$ cat config.mk
export PLATFORM = sky130hd
export DESIGN_NAME = tick_irq_gen
export DESIGN_NICKNAME = d
export VERILOG_FILES = /design/src/rtl/tick_irq_pkg.sv /design/src/rtl/tb_prescaler.sv /design/src/rtl/rate_chain.sv /design/src/rtl/irq_merge.sv /design/src/rtl/tick_irq_gen.sv
export SDC_FILE = /design/constraint.sdc
export NUM_CORES = 1
export LEC_CHECK = 0
export ABC_AREA = 1
export BUFFER_PORTS_ARGS = -buffer_cell sky130_fd_sc_hd__buf_2
export CAP_MARGIN = 0
export CORE_MARGIN = 1.5
export CORE_UTILIZATION = 65
export CTS_BUF_LIST = sky130_fd_sc_hd__clkbuf_4
export DETAILED_ROUTE_END_ITERATION = 7
export GPL_TIMING_DRIVEN = 0
export PLACE_DENSITY = 0.95
export SYNTH_ARGS = -nofsm -noshare
export SYNTH_HDL_FRONTEND = slang
export SYNTH_HIERARCHICAL = 1
export SYNTH_SLANG_ARGS = --single-unit
$ cat constraint.sdc
create_clock -name clk -period 4.4 [get_ports clk]
set_input_delay 0.22 -clock clk [delete_from_list [all_inputs] [get_ports clk]]
set_output_delay 0.22 -clock clk [all_outputs]
set_load 0.05 [all_outputs]
$ cat src/rtl/tick_irq_pkg.sv
package tick_irq_pkg;
  localparam int PRE_W   = 7;
  localparam int CHAIN_W = 15;
  localparam int NSRC    = 3;
  localparam int SRC_P   = 0;
  localparam int SRC_A   = 1;
  localparam int SRC_U   = 2;

  typedef enum logic [1:0] {
    TB_4M   = 2'd0,
    TB_1M   = 2'd1,
    TB_32K  = 2'd2,
    TB_HOLD = 2'd3
  } tbase_e;

  // Effective rate code after aliasing of the two fastest codes on the slow base.
  function automatic logic [3:0] eff_rate(tbase_e b, logic [3:0] s);
    if (b == TB_32K && (s == 4'd1 || s == 4'd2)) return s + 4'd7;
    return s;
  endfunction

  // Low chain bits that must all be ones on the tick that ends a period.
  function automatic logic [CHAIN_W-1:0] rate_mask(logic [3:0] e);
    logic [CHAIN_W-1:0] one;
    one = {{(CHAIN_W-1){1'b0}}, 1'b1};
    if (e == 4'd0) return '0;
    return (one << (e - 4'd1)) - one;
  endfunction
endpackage

$ cat src/rtl/tb_prescaler.sv
module tb_prescaler
  import tick_irq_pkg::*;
#(
  parameter int W = PRE_W
) (
  input  logic   clk,
  input  logic   rst_n,
  input  tbase_e base,
  output logic   tick32,
  output logic   half_bit
);
  localparam int SLOW_W = W - 2;

  logic [W-1:0] pre;

  always_ff @(posedge clk or negedge rst_n) begin
    if (!rst_n)                pre <= '0;
    else if (base == TB_HOLD)  pre <= '0;
    else                       pre <= pre + 1'b1;
  end

  always_comb begin
    case (base)
      TB_4M:   begin tick32 = &pre;             half_bit = pre[W-1];      end
      TB_1M:   begin tick32 = &pre[SLOW_W-1:0]; half_bit = pre[SLOW_W-1]; end
      TB_32K:  begin tick32 = 1'b1;             half_bit = 1'b0;          end
      default: begin tick32 = 1'b0;             half_bit = 1'b0;          end
    endcase
  end
endmodule

$ cat src/rtl/rate_chain.sv
module rate_chain
  import tick_irq_pkg::*;
#(
  parameter int W = CHAIN_W
) (
  input  logic       clk,
  input  logic       rst_n,
  input  logic       hold,
  input  logic       tick32,
  input  logic       half_bit,
  input  logic [3:0] eff,
  output logic       p_evt,
  output logic       s_evt,
  output logic       sq_bit
);
  logic [W-1:0] chain;
  logic [W-1:0] mask;
  logic [3:0]   sq_idx;

  always_ff @(posedge clk or negedge rst_n) begin
    if (!rst_n)       chain <= '0;
    else if (hold)    chain <= '0;
    else if (tick32)  chain <= chain + 1'b1;
  end

  assign mask   = rate_mask(eff);
  assign p_evt  = tick32 && (eff != 4'd0) && ((chain & mask) == mask);
  assign s_evt  = tick32 && (&chain);
  assign sq_idx = eff - 4'd2;

  always_comb begin
    if (eff == 4'd0)      sq_bit = 1'b0;
    else if (eff == 4'd1) sq_bit = half_bit;
    else                  sq_bit = chain[sq_idx];
  end
endmodule

$ cat src/rtl/irq_merge.sv
module irq_merge #(
  parameter int N = 3
) (
  input  logic         clk,
  input  logic         rst_n,
  input  logic         rd_clr,
  input  logic [N-1:0] set_vec,
  input  logic [N-1:0] en_vec,
  output logic [N-1:0] flags,
  output logic         irq_any
);
  for (genvar i = 0; i < N; i++) begin : g_flag
    always_ff @(posedge clk or negedge rst_n) begin
      if (!rst_n)      flags[i] <= 1'b0;
      else if (rd_clr) flags[i] <= set_vec[i];
      else             flags[i] <= flags[i] | set_vec[i];
    end
  end

  assign irq_any = |(flags & en_vec);
endmodule

$ cat src/rtl/tick_irq_gen.sv
module tick_irq_gen
  import tick_irq_pkg::*;
(
  input  logic       clk,
  input  logic       rst_n,
  input  logic       wr_en,
  input  logic       wr_addr,
  input  logic [7:0] wr_data,
  input  logic       rd_flags,
  output logic [7:0] rd_data,
  input  logic       alarm_evt,
  input  logic       update_evt,
  output logic       sec_tick,
  output logic       sqw_out,
  output logic       irq_n
);
  tbase_e         base;
  logic [3:0]     rate_sel;
  logic [NSRC-1:0] src_en;
  logic           sqw_en;

  logic           hold, tick32, half_bit;
  logic [3:0]     eff;
  logic           p_evt, s_evt, sq_bit;
  logic [NSRC-1:0] set_vec, flags;
  logic           irq_any;
  logic           sqw_q, sec_q;

  always_ff @(posedge clk or negedge rst_n) begin
    if (!rst_n) begin
      base     <= TB_HOLD;
      rate_sel <= '0;
      src_en   <= '0;
      sqw_en   <= 1'b0;
    end else if (wr_en) begin
      if (!wr_addr) begin
        base     <= tbase_e'(wr_data[1:0]);
        rate_sel <= wr_data[7:4];
      end else begin
        src_en <= wr_data[NSRC-1:0];
        sqw_en <= wr_data[3];
      end
    end
  end

  assign hold = (base == TB_HOLD);
  assign eff  = eff_rate(base, rate_sel);

  tb_prescaler #(.W(PRE_W)) u_pre (
    .clk(clk), .rst_n(rst_n), .base(base),
    .tick32(tick32), .half_bit(half_bit)
  );

  rate_chain #(.W(CHAIN_W)) u_chain (
    .clk(clk), .rst_n(rst_n), .hold(hold), .tick32(tick32),
    .half_bit(half_bit), .eff(eff),
    .p_evt(p_evt), .s_evt(s_evt), .sq_bit(sq_bit)
  );

  always_comb begin
    set_vec        = '0;
    set_vec[SRC_P] = p_evt;
    set_vec[SRC_A] = alarm_evt;
    set_vec[SRC_U] = update_evt;
  end

  irq_merge #(.N(NSRC)) u_irq (
    .clk(clk), .rst_n(rst_n), .rd_clr(rd_flags),
    .set_vec(set_vec), .en_vec(src_en),
    .flags(flags), .irq_any(irq_any)
  );

  always_ff @(posedge clk or negedge rst_n) begin
    if (!rst_n) begin
      sqw_q <= 1'b0;
      sec_q <= 1'b0;
    end else begin
      sqw_q <= sqw_en && (rate_sel != 4'd0) && sq_bit;
      sec_q <= s_evt;
    end
  end

  assign sqw_out  = sqw_q;
  assign sec_tick = sec_q;
  assign irq_n    = ~irq_any;
  assign rd_data  = {irq_any, flags[SRC_P], flags[SRC_A], flags[SRC_U], 4'b0000};
endmodule

==> Word level (Yosys, flattened, before mapping) <==
Cells that the tools add are included.
{ "classes": {"n_addsub": 6, "multipliers": 0, "div": 0, "n_lt_le_gt_ge": 1, "eq_ne": 7, "n_shift": 1, "n_mux": 18, "n_bitwise": 7, "reduce_logical": 18} }
{ "op_table": {"columns": ["cell", "count"], "rows": [
  ["$mux W15", 4],
  ["$add A15 B1 Y15 const B", 1],
  ["$and A15 B15 Y15", 1],
  ["$eq A15 B15 Y1", 1],
  ["$reduce_and A15 Y1", 1],
  ["$shl A1 B4 Y15 const A", 1],
  ["$sub A15 B1 Y15 const B", 1],
  ["$eq A4 B1 Y1 const B", 2],
  ["$mux W1", 8],
  ["$mux W4", 2],
  ["$reduce_bool A4 Y1", 2],
  ["$add A7 B1 Y7 const B", 1],
  ["$mux W7", 1],
  ["$reduce_and A7 Y1", 1],
  ["$logic_and A1 B1 Y1", 6],
  ["$lt A4 B5 Y1 const B", 1],
  ["$reduce_and A5 Y1", 1],
  ["$add A4 B3 Y4 const B", 1],
  ["$bmux W1 S4", 1],
  ["$eq A2 B2 Y1 const B", 2],
  ["$eq A4 B2 Y1 const B", 1],
  ["$logic_not A4 Y1", 1],
  ["$reduce_and A2 Y1", 2],
  ["$sub A4 B1 Y4 const B", 1],
  ["11 further kinds", 14]
]} }
{ "word_totals": {"regBits": 37, "latchBits": 0, "ramBits": 0, "mem_bits_ro": 0, "inputBits": 15, "output_inout_bits": 11, "memories": 0} }

==> Longest topological paths before layout <==
{ "logic_depth": {"ltp_word": 14, "ltp_mapped": 26, "depth_no_buf": 24} }

==> Cells and area by module <==
The synthesis kept the hierarchy.
{ "modules_own_cells": {"columns": ["mod", "n_inst", "cells_each", "area_each_um2", "seq_area_each_um2"], "rows": [
  ["rate_chain", 1, 228, 1436.4, 375.4],
  ["tick_irq_gen", 1, 81, 673.1, 302.8],
  ["tb_prescaler", 1, 56, 391.6, 175.2],
  ["irq_merge", 1, 13, 125.1, 75.1]
]} }

==> Worst setup path before layout <==
No wires, ideal clock.
{ "synth_path": {"path_kind": "reg2reg", "start": "register rate_sel[0]", "end": "register u_irq.flags[0]", "setup_ns": 0.124, "t_arrival_ns": 2.862, "t_required_ns": 4.276, "setup_slack_ns": 1.414, "stages_incl_launch_ff": 26, "n_path_buf": 3, "synth_period_minus_slack_ns": 2.986, "path_cell_list": "dfrtp_1 > inv_1 > ha_1 > nor2_1 > nor2_1 > nand3_1 > nand2_1 > buf_2 > inv_1 > ha_1 > nand2_1 > nand2_1 > nand2_1 > nand2_1 > buf_4 > nand2_1 > ha_1 > clkbuf_1 > nand3_1 > o21bai_1 > nand2_1 > nand2_1 > inv_1 > nand2_1 > nor2_1 > o21bai_1"} }
{ "synth_between": {"elab_chain_len": 14} }
{ "synth_rtl": {"columns": ["element", "line_no", "text"], "rows": [
  ["start: declaration", "tick_irq_gen.sv:18", "logic [3:0] rate_sel;"],
  ["start signal: assignment", "tick_irq_gen.sv:38", "rate_sel <= wr_data[7:4];"],
  ["branches (longest 4 deep; another with $add A4 B3 Y4)", null, null],
  ["$mux W4 *", "tick_irq_pkg.sv:19", "return s;"],
  ["via eff[2]", "tick_irq_gen.sv:23", "logic [3:0] eff;"],
  ["$sub A4 B1 Y4", "tick_irq_pkg.sv:27", "return (one << (e - 4'd1)) - one;"],
  ["$shl A1 B4 Y15", "tick_irq_pkg.sv:27", null],
  ["$sub A15 B1 Y15", "tick_irq_pkg.sv:27", null],
  ["$mux W15", "tick_irq_pkg.sv:27", null],
  ["$and A15 B15 Y15", "rate_chain.sv:27", "assign p_evt = tick32 && (eff != 4'd0) && ((chain & mask) == mask);"],
  ["$eq A15 B15 Y1", "rate_chain.sv:27", null],
  ["$logic_and A1 B1 Y1 *", "rate_chain.sv:27", null],
  ["via p_evt", "tick_irq_gen.sv:24", "logic p_evt, s_evt, sq_bit;"],
  ["$or A1 B1 Y1", "irq_merge.sv:16", "else flags[i] <= flags[i] | set_vec[i];"],
  ["$mux W1 *", "irq_merge.sv:15", "else if (rd_clr) flags[i] <= set_vec[i];"],
  ["end signal: indexed assignment", "irq_merge.sv:15", null],
  ["end signal: indexed assignment", "irq_merge.sv:16", null],
  ["end: declaration", "irq_merge.sv:9", "output logic [N-1:0] flags,"]
]} }
Mark *: on every way through the listed nets, which the timed path passes. The select of a mux whose other input is x is not followed.
A chain may end at the register's enable or synchronous reset.

==> Worst setup path after layout <==
{ "layout_path": {"start": "register rate_sel[1]", "end": "register u_irq.flags[0]"} }
The elaborated chain is that of the path after synthesis.

==> impl_metrics.yaml <==
power_and_ir_drop:
  powerDensity_nw_per_um2: 350
  irDropWorstVdd_uv: 293
  leakage_nw: 1.56
critical_path:
  reg2reg_setup_slack_ps: 820
  cp-end-kind: "flip-flop"
  path_max_fanout: 10
  crit_cells: 25
  crit_required_ps: 4650
  r2r-start: "rate_sel[1]"
  regToRegEndpoint: "u_irq/flags[0]"
  crit_start: "rate_sel[1]"
  startpoint_type: "flip-flop"
  cp_num_buf_inv: 6
  slowest_stage: "dfrtp_1"
  cpPeakStageDelay_ps: 440
  cp-endpoint: "u_irq/flags[0]"
  rr_worst_depth: 25
  crit_arrival_ps: 3840
  cp_common_cell: "nand2_1"
  path_delay_family: "simple AND/OR/NAND/NOR gates"
  crit_type: "reg -> reg"
synth:
  synth_edf_count: 0
  synth-seq-cells: 37
  synth_cell_types: 40
  synth_common_cells: "nand2_1, inv_1, nor2_1"
  post_synth.cell_area_avg_um2: 6.95
  synth-main-ff-cell: "dfrtp_1"
  netlist_instances: 378
  ys.warnings.count: 6
  yosysSeqAreaShare_pct: 35.4
  synth.most_common_cell: "nand2_1"
  async_flop_share_pct: 100
  yosysTopAreaCell: "dfrtp_1"
  syn-cell-area_um2: 2630
  synth.top_cell.area_share_pct: 33.3
  post_synth_main_area_contributors: "dfrtp_1, nand2_1, inv_1, nand3_1, nor2_1"
sta:
  max_slew.worst_pin.slew_ps: 810
  fin_crit_ps: 3580
  grt_setup_unrepaired: "false"
  fin_skew_ps: 15.4
  finalCritPeriodShare_pct: 81.5
  slew_headroom_pct: 46.0
  fmax_mhz: 279
  finalSetupTns_ps: 0
  setup_viol: 0
  hold_viol_final: 0
  drv_slew: 0
  fin_ws_ps: 815
clock_tree:
  numCtsBuffers: 5
  clockBufferDepth: 2
  clk_pin_slew_ps: 120
  cts.htree.levels: 2
  cts_setup_buffers: 0
  cts.sinks: 37
  ctsHoldBuffers: 1
  insertion_delay_ps: 360
  cts_tree: "done"
  cts_root_buf: "clkbuf_4"
  cts_resized: 0
global_routing:
  antenna_found_initial: 0
  grt_max_degree: 38
  track_usage_pct: 31.5
  grt.overflow.total: 0
  grt_pass1_wl_um: 10600
  grt_pass1_vias: 2509
place:
  gp_congestion: 0.936
  pre_cts_ws_ps: 869
  port_buffers: 21
  dp_hpwl_um: 4830
finish:
  seq_area_um2: 928
  multi_input_area_um2: 1420
  fill_cells: 295
  area_growth_pct: 9.19
  nNetsFinal: 435
  insertedDiodeCount: 0
  final_layout_size_suffix_gt1_share_pct: 14.6
routing:
  drt_iter0_markers: 211
  post_drt_wl_per_cell_um: 13.7
  drc: 0
  wirelength_um: 6270
  via_count: 2635
  drtPass1Iterations: 5
  avgViaCountPerCell: 5.74
  ant_nets: 0
run:
  max-cap-violations: 0
die:
  ioPinCount: 26
  coreArea_um2: 3770
  num_rows: 22
  dieHeight_um: 66.6
  die_w_um: 66.6
  start_util_pct: 69.6
  design.die.area_um2: 4430
worst_hold_path:
  hold_class: "in -> reg"
outcome:
  outcome: "complete, no violations"
==> placed cells by master, fill, tap and decap left out, types with 2 or more instances in the layout <==
cell / n
nor2_2: 6
nand3_1: 34
o21ai_0: 12
buf_2: 22
o21bai_1: 4
nor3_1: 8
o211ai_1: 2
conb_1: 4
inv_2: 2
nand2_1: 93
nand2_2: 3
a21oi_1: 17
a21oi_2: 2
buf_4: 6
nand3b_1: 2
clkbuf_4: 5
inv_1: 58
nand2_4: 2
ha_1: 10
o2111ai_1: 2
o21ai_1: 3
nor2_1: 44
a22oi_1: 2
dfrtp_1: 35
nand4_1: 9
o21a_1: 2
nor2_4: 3
dfstp_2: 2
==> state kept, by name (all words and copies together), names as in the netlist <==
register,count
u_pre/pre,7
rate_sel,4
sec_tick,1
u_irq/flags,3
base,2
u_chain/chain,15
src_en,3
sqw_out,1
sqw_en,1
==> how the worst min path moves through the flow <==
stage | startpoint | to | slack, ps | depth (start not counted)
2_1_floorplan | rst_n | rate_sel[0] | -80 | 0
3_3_place_gp | rst_n | u_pre/pre[2] | 350 | 1
3_5_place_dp | rst_n | u_pre/pre[1] | 350 | 1
4_1_cts | update_evt | u_irq/flags[2] | 50 | 2
5_1_grt | update_evt | u_irq/flags[2] | 50 | 2
6_report | update_evt | u_irq/flags[2] | 50 | 2
==> layout make-up <==
type / count / share of cell area, %
clock buffer: 5 / 1.31
sequential: 37 / 32.4
tap: 48 / 2.09
multi-input combinational: 275 / 49.5
clock inverter: 3 / 0.611
timing repair buffer: 22 / 4.01
inverter: 60 / 7.85
buffer: 9 / 2.27
==> power breakdown <==
group | internal, mW | leakage (nW) | switching, mW | total, mW
logic | 0.127 | 1.05 | 0.248 | 0.375
clock network | 0.0605 | 0.0326 | 0.119 | 0.179
registers | 0.392 | 0.473 | 0.0573 | 0.449
==> layer usage <==
metal	wire length, µm	GRT usage (%)
met1	2510	36.2
met2	3160	56.3
met3	440	6.42
met4	161	13.5
met5	0	0
==> cell families (layout without fill, tap and decap cells) <==
| kind of cell | Yosys count | in the layout | synth area share (%) |
|---|---|---|---|
| XOR/XNOR | 1 | 1 | 0.334 |
| flip-flops | 37 | 37 | 35.4 |
| other | 1 | 4 | 0.143 |
| AND/OR/NAND/NOR | 209 | 209 | 36.5 |
| AO/OA/AOI/OAI | 51 | 51 | 11.8 |
| adder cells (fa/ha/maj) | 10 | 10 | 4.76 |
| buffers and inverters | 69 | 99 | 11.1 |
==> through the flow <==
step                instances  hold slack (ps)  power [mW]  instance area, µm²  utilization, %
detailed placement        450              346       0.824                2800            74.3
global route              459             54.6        1.08                2870            76.0
global placement          450              348       0.803                2800            74.3
floorplan                 381            -75.6       0.731                2640               -
CTS                       459             53.3        1.00                2870            76.0
finish                    459             50.7        1.00                2870            76.0
Note: power is estimated with default switching activity, not from simulation.
